===== src/rtl/rc_pkg.sv =====
package rc_pkg;
  localparam int CFG_W  = 8;
  localparam int CNT_W  = 5;
  localparam int CRC_W  = 11;
  localparam logic [CRC_W-1:0] CRC_POLY = 11'h005;

  typedef enum logic [1:0] {ST_IDLE, ST_DATA, ST_CHECK, ST_END} rc_state_t;

  typedef struct packed {
    logic             spare;
    logic [CNT_W-1:0] n_chips;
    logic             fcs_en;
    logic             force_mode;
  } rc_cfg_t;
endpackage


===== src/rtl/rc_cfg_reg.sv =====
module rc_cfg_reg
  import rc_pkg::*;
#(
  parameter int ADDR_W = 6,
  parameter logic [ADDR_W-1:0] NODE_ID = 9
) (
  input  logic              clk,
  input  logic              rst_n,
  input  logic              cmd_load,
  input  logic [ADDR_W-1:0] cmd_addr,
  input  logic [CFG_W-1:0]  cmd_data,
  output rc_cfg_t           cfg
);
  logic hit;
  assign hit = cmd_load && (cmd_addr == NODE_ID);

  always_ff @(posedge clk or negedge rst_n) begin
    if (!rst_n)   cfg <= '0;
    else if (hit) cfg <= rc_cfg_t'(cmd_data);
  end
endmodule


===== src/rtl/rc_crc.sv =====
module rc_crc #(
  parameter int W = 11,
  parameter logic [W-1:0] POLY = 11'h005
) (
  input  logic clk,
  input  logic rst_n,
  input  logic init,
  input  logic step_en,
  input  logic step_bit,
  input  logic shift_en,
  output logic msb
);
  logic [W-1:0] rem;

  function automatic logic [W-1:0] crc_next(input logic [W-1:0] c, input logic b);
    logic fb;
    fb = c[W-1] ^ b;
    return {c[W-2:0], 1'b0} ^ (fb ? POLY : '0);
  endfunction

  always_ff @(posedge clk or negedge rst_n) begin
    if (!rst_n)        rem <= '1;
    else if (init)     rem <= '1;
    else if (step_en)  rem <= crc_next(rem, step_bit);
    else if (shift_en) rem <= {rem[W-2:0], 1'b0};
  end

  assign msb = rem[W-1];
endmodule


===== src/rtl/rc_seq.sv =====
module rc_seq
  import rc_pkg::*;
(
  input  logic    clk,
  input  logic    rst_n,
  input  rc_cfg_t cfg,
  input  logic    trig,
  input  logic    fast_or,
  input  logic    din_valid,
  input  logic    din_bit,
  input  logic    din_last,
  input  logic    crc_msb,
  output logic    crc_init,
  output logic    crc_step,
  output logic    crc_shift,
  output logic    accept,
  output logic    fcs_lat,
  output logic    ser_valid,
  output logic    ser_data,
  output logic    ser_eof,
  output logic    busy
);
  localparam int TW = $clog2(CRC_W);

  rc_state_t        state;
  logic [CNT_W-1:0] n_lat;
  logic [CNT_W-1:0] done_cnt;
  logic [TW-1:0]    tail_cnt;
  logic             last_chip;

  assign accept    = (state == ST_IDLE) && trig && (cfg.force_mode || fast_or);
  assign last_chip = (state == ST_DATA) && din_valid && din_last &&
                     (({1'b0, done_cnt} + 1'b1) == {1'b0, n_lat});
  assign crc_init  = accept;
  assign crc_step  = (state == ST_DATA) && din_valid;
  assign crc_shift = (state == ST_CHECK);
  assign busy      = (state != ST_IDLE);

  always_ff @(posedge clk or negedge rst_n) begin
    if (!rst_n) begin
      state     <= ST_IDLE;
      n_lat     <= '0;
      done_cnt  <= '0;
      tail_cnt  <= '0;
      fcs_lat   <= 1'b0;
      ser_valid <= 1'b0;
      ser_data  <= 1'b0;
      ser_eof   <= 1'b0;
    end else begin
      ser_valid <= 1'b0;
      ser_eof   <= 1'b0;
      case (state)
        ST_IDLE: if (accept) begin
          n_lat    <= cfg.n_chips;
          fcs_lat  <= cfg.fcs_en;
          done_cnt <= '0;
          tail_cnt <= '0;
          if (cfg.n_chips == '0) state <= cfg.fcs_en ? ST_CHECK : ST_END;
          else                   state <= ST_DATA;
        end
        ST_DATA: if (din_valid) begin
          ser_valid <= 1'b1;
          ser_data  <= din_bit;
          if (din_last)  done_cnt <= done_cnt + 1'b1;
          if (last_chip) state    <= fcs_lat ? ST_CHECK : ST_END;
        end
        ST_CHECK: begin
          ser_valid <= 1'b1;
          ser_data  <= crc_msb;
          tail_cnt  <= tail_cnt + 1'b1;
          if (tail_cnt == TW'(CRC_W - 1)) state <= ST_END;
        end
        default: begin
          ser_eof <= 1'b1;
          state   <= ST_IDLE;
        end
      endcase
    end
  end
endmodule


===== src/rtl/rc_top.sv =====
module rc_top
  import rc_pkg::*;
#(
  parameter int ADDR_W = 6,
  parameter logic [ADDR_W-1:0] NODE_ID = 9
) (
  input  logic              clk,
  input  logic              rst_n,
  input  logic              cmd_load,
  input  logic [ADDR_W-1:0] cmd_addr,
  input  logic [7:0]        cmd_data,
  input  logic              trig,
  input  logic              fast_or,
  input  logic              din_valid,
  input  logic              din_bit,
  input  logic              din_last,
  output logic              ser_valid,
  output logic              ser_data,
  output logic              ser_eof,
  output logic              busy
);
  rc_cfg_t cfg_q;
  logic    cfg_force;
  logic    crc_init, crc_step, crc_shift, crc_msb;
  logic    trig_accept, fcs_lat;

  assign cfg_force = cfg_q.force_mode;

  rc_cfg_reg #(.ADDR_W(ADDR_W), .NODE_ID(NODE_ID)) u_cfg (
    .clk(clk), .rst_n(rst_n), .cmd_load(cmd_load), .cmd_addr(cmd_addr),
    .cmd_data(cmd_data), .cfg(cfg_q)
  );

  rc_crc #(.W(CRC_W), .POLY(CRC_POLY)) u_crc (
    .clk(clk), .rst_n(rst_n), .init(crc_init), .step_en(crc_step),
    .step_bit(din_bit), .shift_en(crc_shift), .msb(crc_msb)
  );

  rc_seq u_seq (
    .clk(clk), .rst_n(rst_n), .cfg(cfg_q), .trig(trig), .fast_or(fast_or),
    .din_valid(din_valid), .din_bit(din_bit), .din_last(din_last),
    .crc_msb(crc_msb), .crc_init(crc_init), .crc_step(crc_step),
    .crc_shift(crc_shift), .accept(trig_accept), .fcs_lat(fcs_lat),
    .ser_valid(ser_valid), .ser_data(ser_data), .ser_eof(ser_eof), .busy(busy)
  );
endmodule


===== config.mk =====
export PLATFORM = sky130hd
export DESIGN_NAME = rc_top
export DESIGN_NICKNAME = d
export VERILOG_FILES = /design/src/rtl/rc_pkg.sv /design/src/rtl/rc_cfg_reg.sv /design/src/rtl/rc_crc.sv /design/src/rtl/rc_seq.sv /design/src/rtl/rc_top.sv
export SDC_FILE = /design/constraint.sdc
export NUM_CORES = 1
export LEC_CHECK = 0
export ABC_AREA = 1
export BUFFER_PORTS_ARGS = -buffer_cell sky130_fd_sc_hd__buf_2
export CAP_MARGIN = 40
export CELL_PAD_IN_SITES_DETAIL_PLACEMENT = 1
export CELL_PAD_IN_SITES_GLOBAL_PLACEMENT = 2
export CORE_AREA = 2 2 81 83
export DETAILED_ROUTE_END_ITERATION = 8
export DIE_AREA = 0 0 83 85
export PLACE_DENSITY_LB_ADDON = 0.1
export SLEW_MARGIN = 20
export SYNTH_ARGS = -nofsm -noshare
export SYNTH_HDL_FRONTEND = slang
export SYNTH_HIERARCHICAL = 1
export SYNTH_SLANG_ARGS = --single-unit

===== constraint.sdc =====
create_clock -name clk -period 2.25 [get_ports clk]
set_clock_uncertainty 0.05 [all_clocks]
set_input_delay 0.1125 -clock clk [delete_from_list [all_inputs] [get_ports clk]]
set_output_delay 0.1125 -clock clk [all_outputs]
set_load 0.02 [all_outputs]

==> impl_results.md <==
* Clk sink count at 38
* Psw at 1.14 mW
* Setup ws final at 0.269 ns
* Lkg Pwr at 1.18 nW
* Fraction of the cycle the final worst path needs at 88.1%
* Worst VDD drop at 0.394 mV
* Fin util at 37.5%
* Core area at 6200 um^2
* WS Path Type: flop to flop
* Sequential cell fraction of total power at 39.7%
* Share of cells above drive strength 1 at 25.9%
* Worst Hold Class: input port to flop
* Status: completed
* Final Net Count at 298
* Most frequent cells in the layout: nand2_1, inv_1, dfrtp_1
* Detailed Route WL at 4390 um
* CP cell instances: inv_1 > ha_1 > nand2_1 > inv_1 > nor3_2 > nand2_1 > nand2_1 > inv_1
* Worst path required time at 2.44 ns
* Routed len/inst at 12.7 um
* Arrival @ worst endpoint at 2.17 ns
* Total chip power at 2.80 mW
* Crit start category: flop
* # H-tree levels at 2
* CTS clock-pin slew for the worst setup and hold paths at 0.08 ns
* CTS tree: built
* First-pass GRT wire length at 7530 um
* Vias per cell at 4.58
* Worst Path Max Fanout at 12
* Post-DP HPWL at 3450 um
* DRT Pass-1 Iters at 4
* DRT iter0 DRCs at 30
* Int Pwr at 1.66 mW
* Post-CTS Setup Bufs at 0
* Fmax at 505 MHz
* Post-CTS sizing at 0
* Initial antenna violation count at 0
* Grt total ovfl at 0
* Vias at 1590
* Syn_nets at 268
* # DRC at 0
* Vias in the first global route at 1625
* Post-CTS Hold Buffers at 1
* Max stage delay on crit path at 0.63 ns
* CTS Buffer Depth at 2
* Port-buffer cells at 24
* Critical Path Sink Type: flop
* Pre-CTS WS at 0.270 ns
* Net Sw Frac at 40.6%
* Num CTS Buffers at 5
* Die X-Extent at 83 um
* Relative slew slack at 48.8%
* Io pins at 26
* Yosys Warn Count at 6
* Worst-Margin Slew at 0.763 ns
* Most common cell after layout, fill and taps aside: nand2_1
* Final ANT Viol Nets at 0
* Cell Area, Synth at 2000 um^2
* Gpl congestion at 0.728
* Max-cap viol count at 0
* Placement Rows at 29
* Hold slack at 0.0112 ns
* Final setup vio count at 0
* Die Y at 85 um
* Starting Density at 32.3%
* Fillcell total at 767
* Slowest-stage cell, CP: nor3_2
* Die area at 7060 um^2
* Ant diodes at 0
* Tmin final at 1.98 ns
* Fin. max-slew vios at 0
* Clk pwr share at 19.3%
* RSZ-0062 raised after global routing: false
* Cells after Synth at 239
* Final Hold Viols at 0
* Setup total negative slack at 0 ns
* P&R area growth vs syn at 16.2%
* Clk Latency, worst-skew pair at 0.29 ns
* Syn avg cell area at 8.39 um^2
* PD cells at 1200 nW/um^2
* Gr usage total at 13.3%
* Clock Tree Root: clkbuf_8
* Largest net degree at the start of global routing at 24
* Combinational fraction of design power at 41.1%
power by group through the flow:
stage                     sequential, mW  combinational (mW)  clock, mW
after floorplan                     1.11               0.901          0
after global placement              1.12                1.15          0
after detailed placement            1.13                1.17          0
after CTS                           1.11                1.18      0.561
after global routing                1.14                1.32      0.594
final                               1.11                1.15      0.539
stage by stage:
stage,area (um^2),instances
after floorplan,2000,239
after global placement,2190,336
after detailed placement,2210,337
after CTS,2320,346
after global routing,2330,347
final,2330,347
final timing paths:
| path | start | cells past startpoint | slack (ns) | to |
|---|---|---|---|---|
| worst min-delay path | cmd_data[3] | 3 | 0.01 | u_cfg/cfg[3] |
| worst max register to register | u_seq/state[1] | 8 | 0.27 | u_crc/rem[2] |
| worst min register to register | u_cfg/cfg[0] | 2 | 0.43 | u_cfg/cfg[0] |
| min in group asynchronous | rst_n | 2 | 0.24 | u_seq/done_cnt[0] |
| max in group asynchronous | rst_n | 3 | 1.37 | u_crc/rem[4] |
| worst max-delay path | u_seq/state[1] | 8 | 0.27 | u_crc/rem[2] |
layout make-up:
type / count / area, um^2 / share of cell area, %
clock buffers: 6 / 93.8 / 4.03
clock inverters: 2 / 10.0 / 0.430
well taps: 77 / 96.3 / 4.14
flip-flops and latches: 38 / 965 / 41.4
repair buffers: 28 / 168 / 7.20
inverters: 37 / 139 / 5.96
multi-input cells: 159 / 858 / 36.8
worst max-delay path, delay by kind of cell (launching register included):
family        cells  cell delay [ns]
fa+ha+maj         1             0.29
buf+inv           3             0.21
flops             1             0.40
simple gates      4             0.98
layer usage:
layer | wire length (um) | vias up | track usage (%)
li1 | - | 827 | -
met1 | 2210 | 738 | 17.3
met2 | 2000 | 21 | 21.5
met3 | 130 | 4 | 3.31
met4 | 52 | 0 | 5.37
met5 | 0 | - | 0
registers in the layout, summed over array words and instances (netlist names):
signal,flops
u_seq/tail_cnt,4
u_seq/fcs_lat,1
u_seq/state,2
u_seq/ser_valid,1
u_cfg/cfg,7
u_crc/rem,11
u_seq/done_cnt,5
u_seq/ser_data,1
u_seq/n_lat,5
u_seq/ser_eof,1
(Power assumes the default switching activity.)
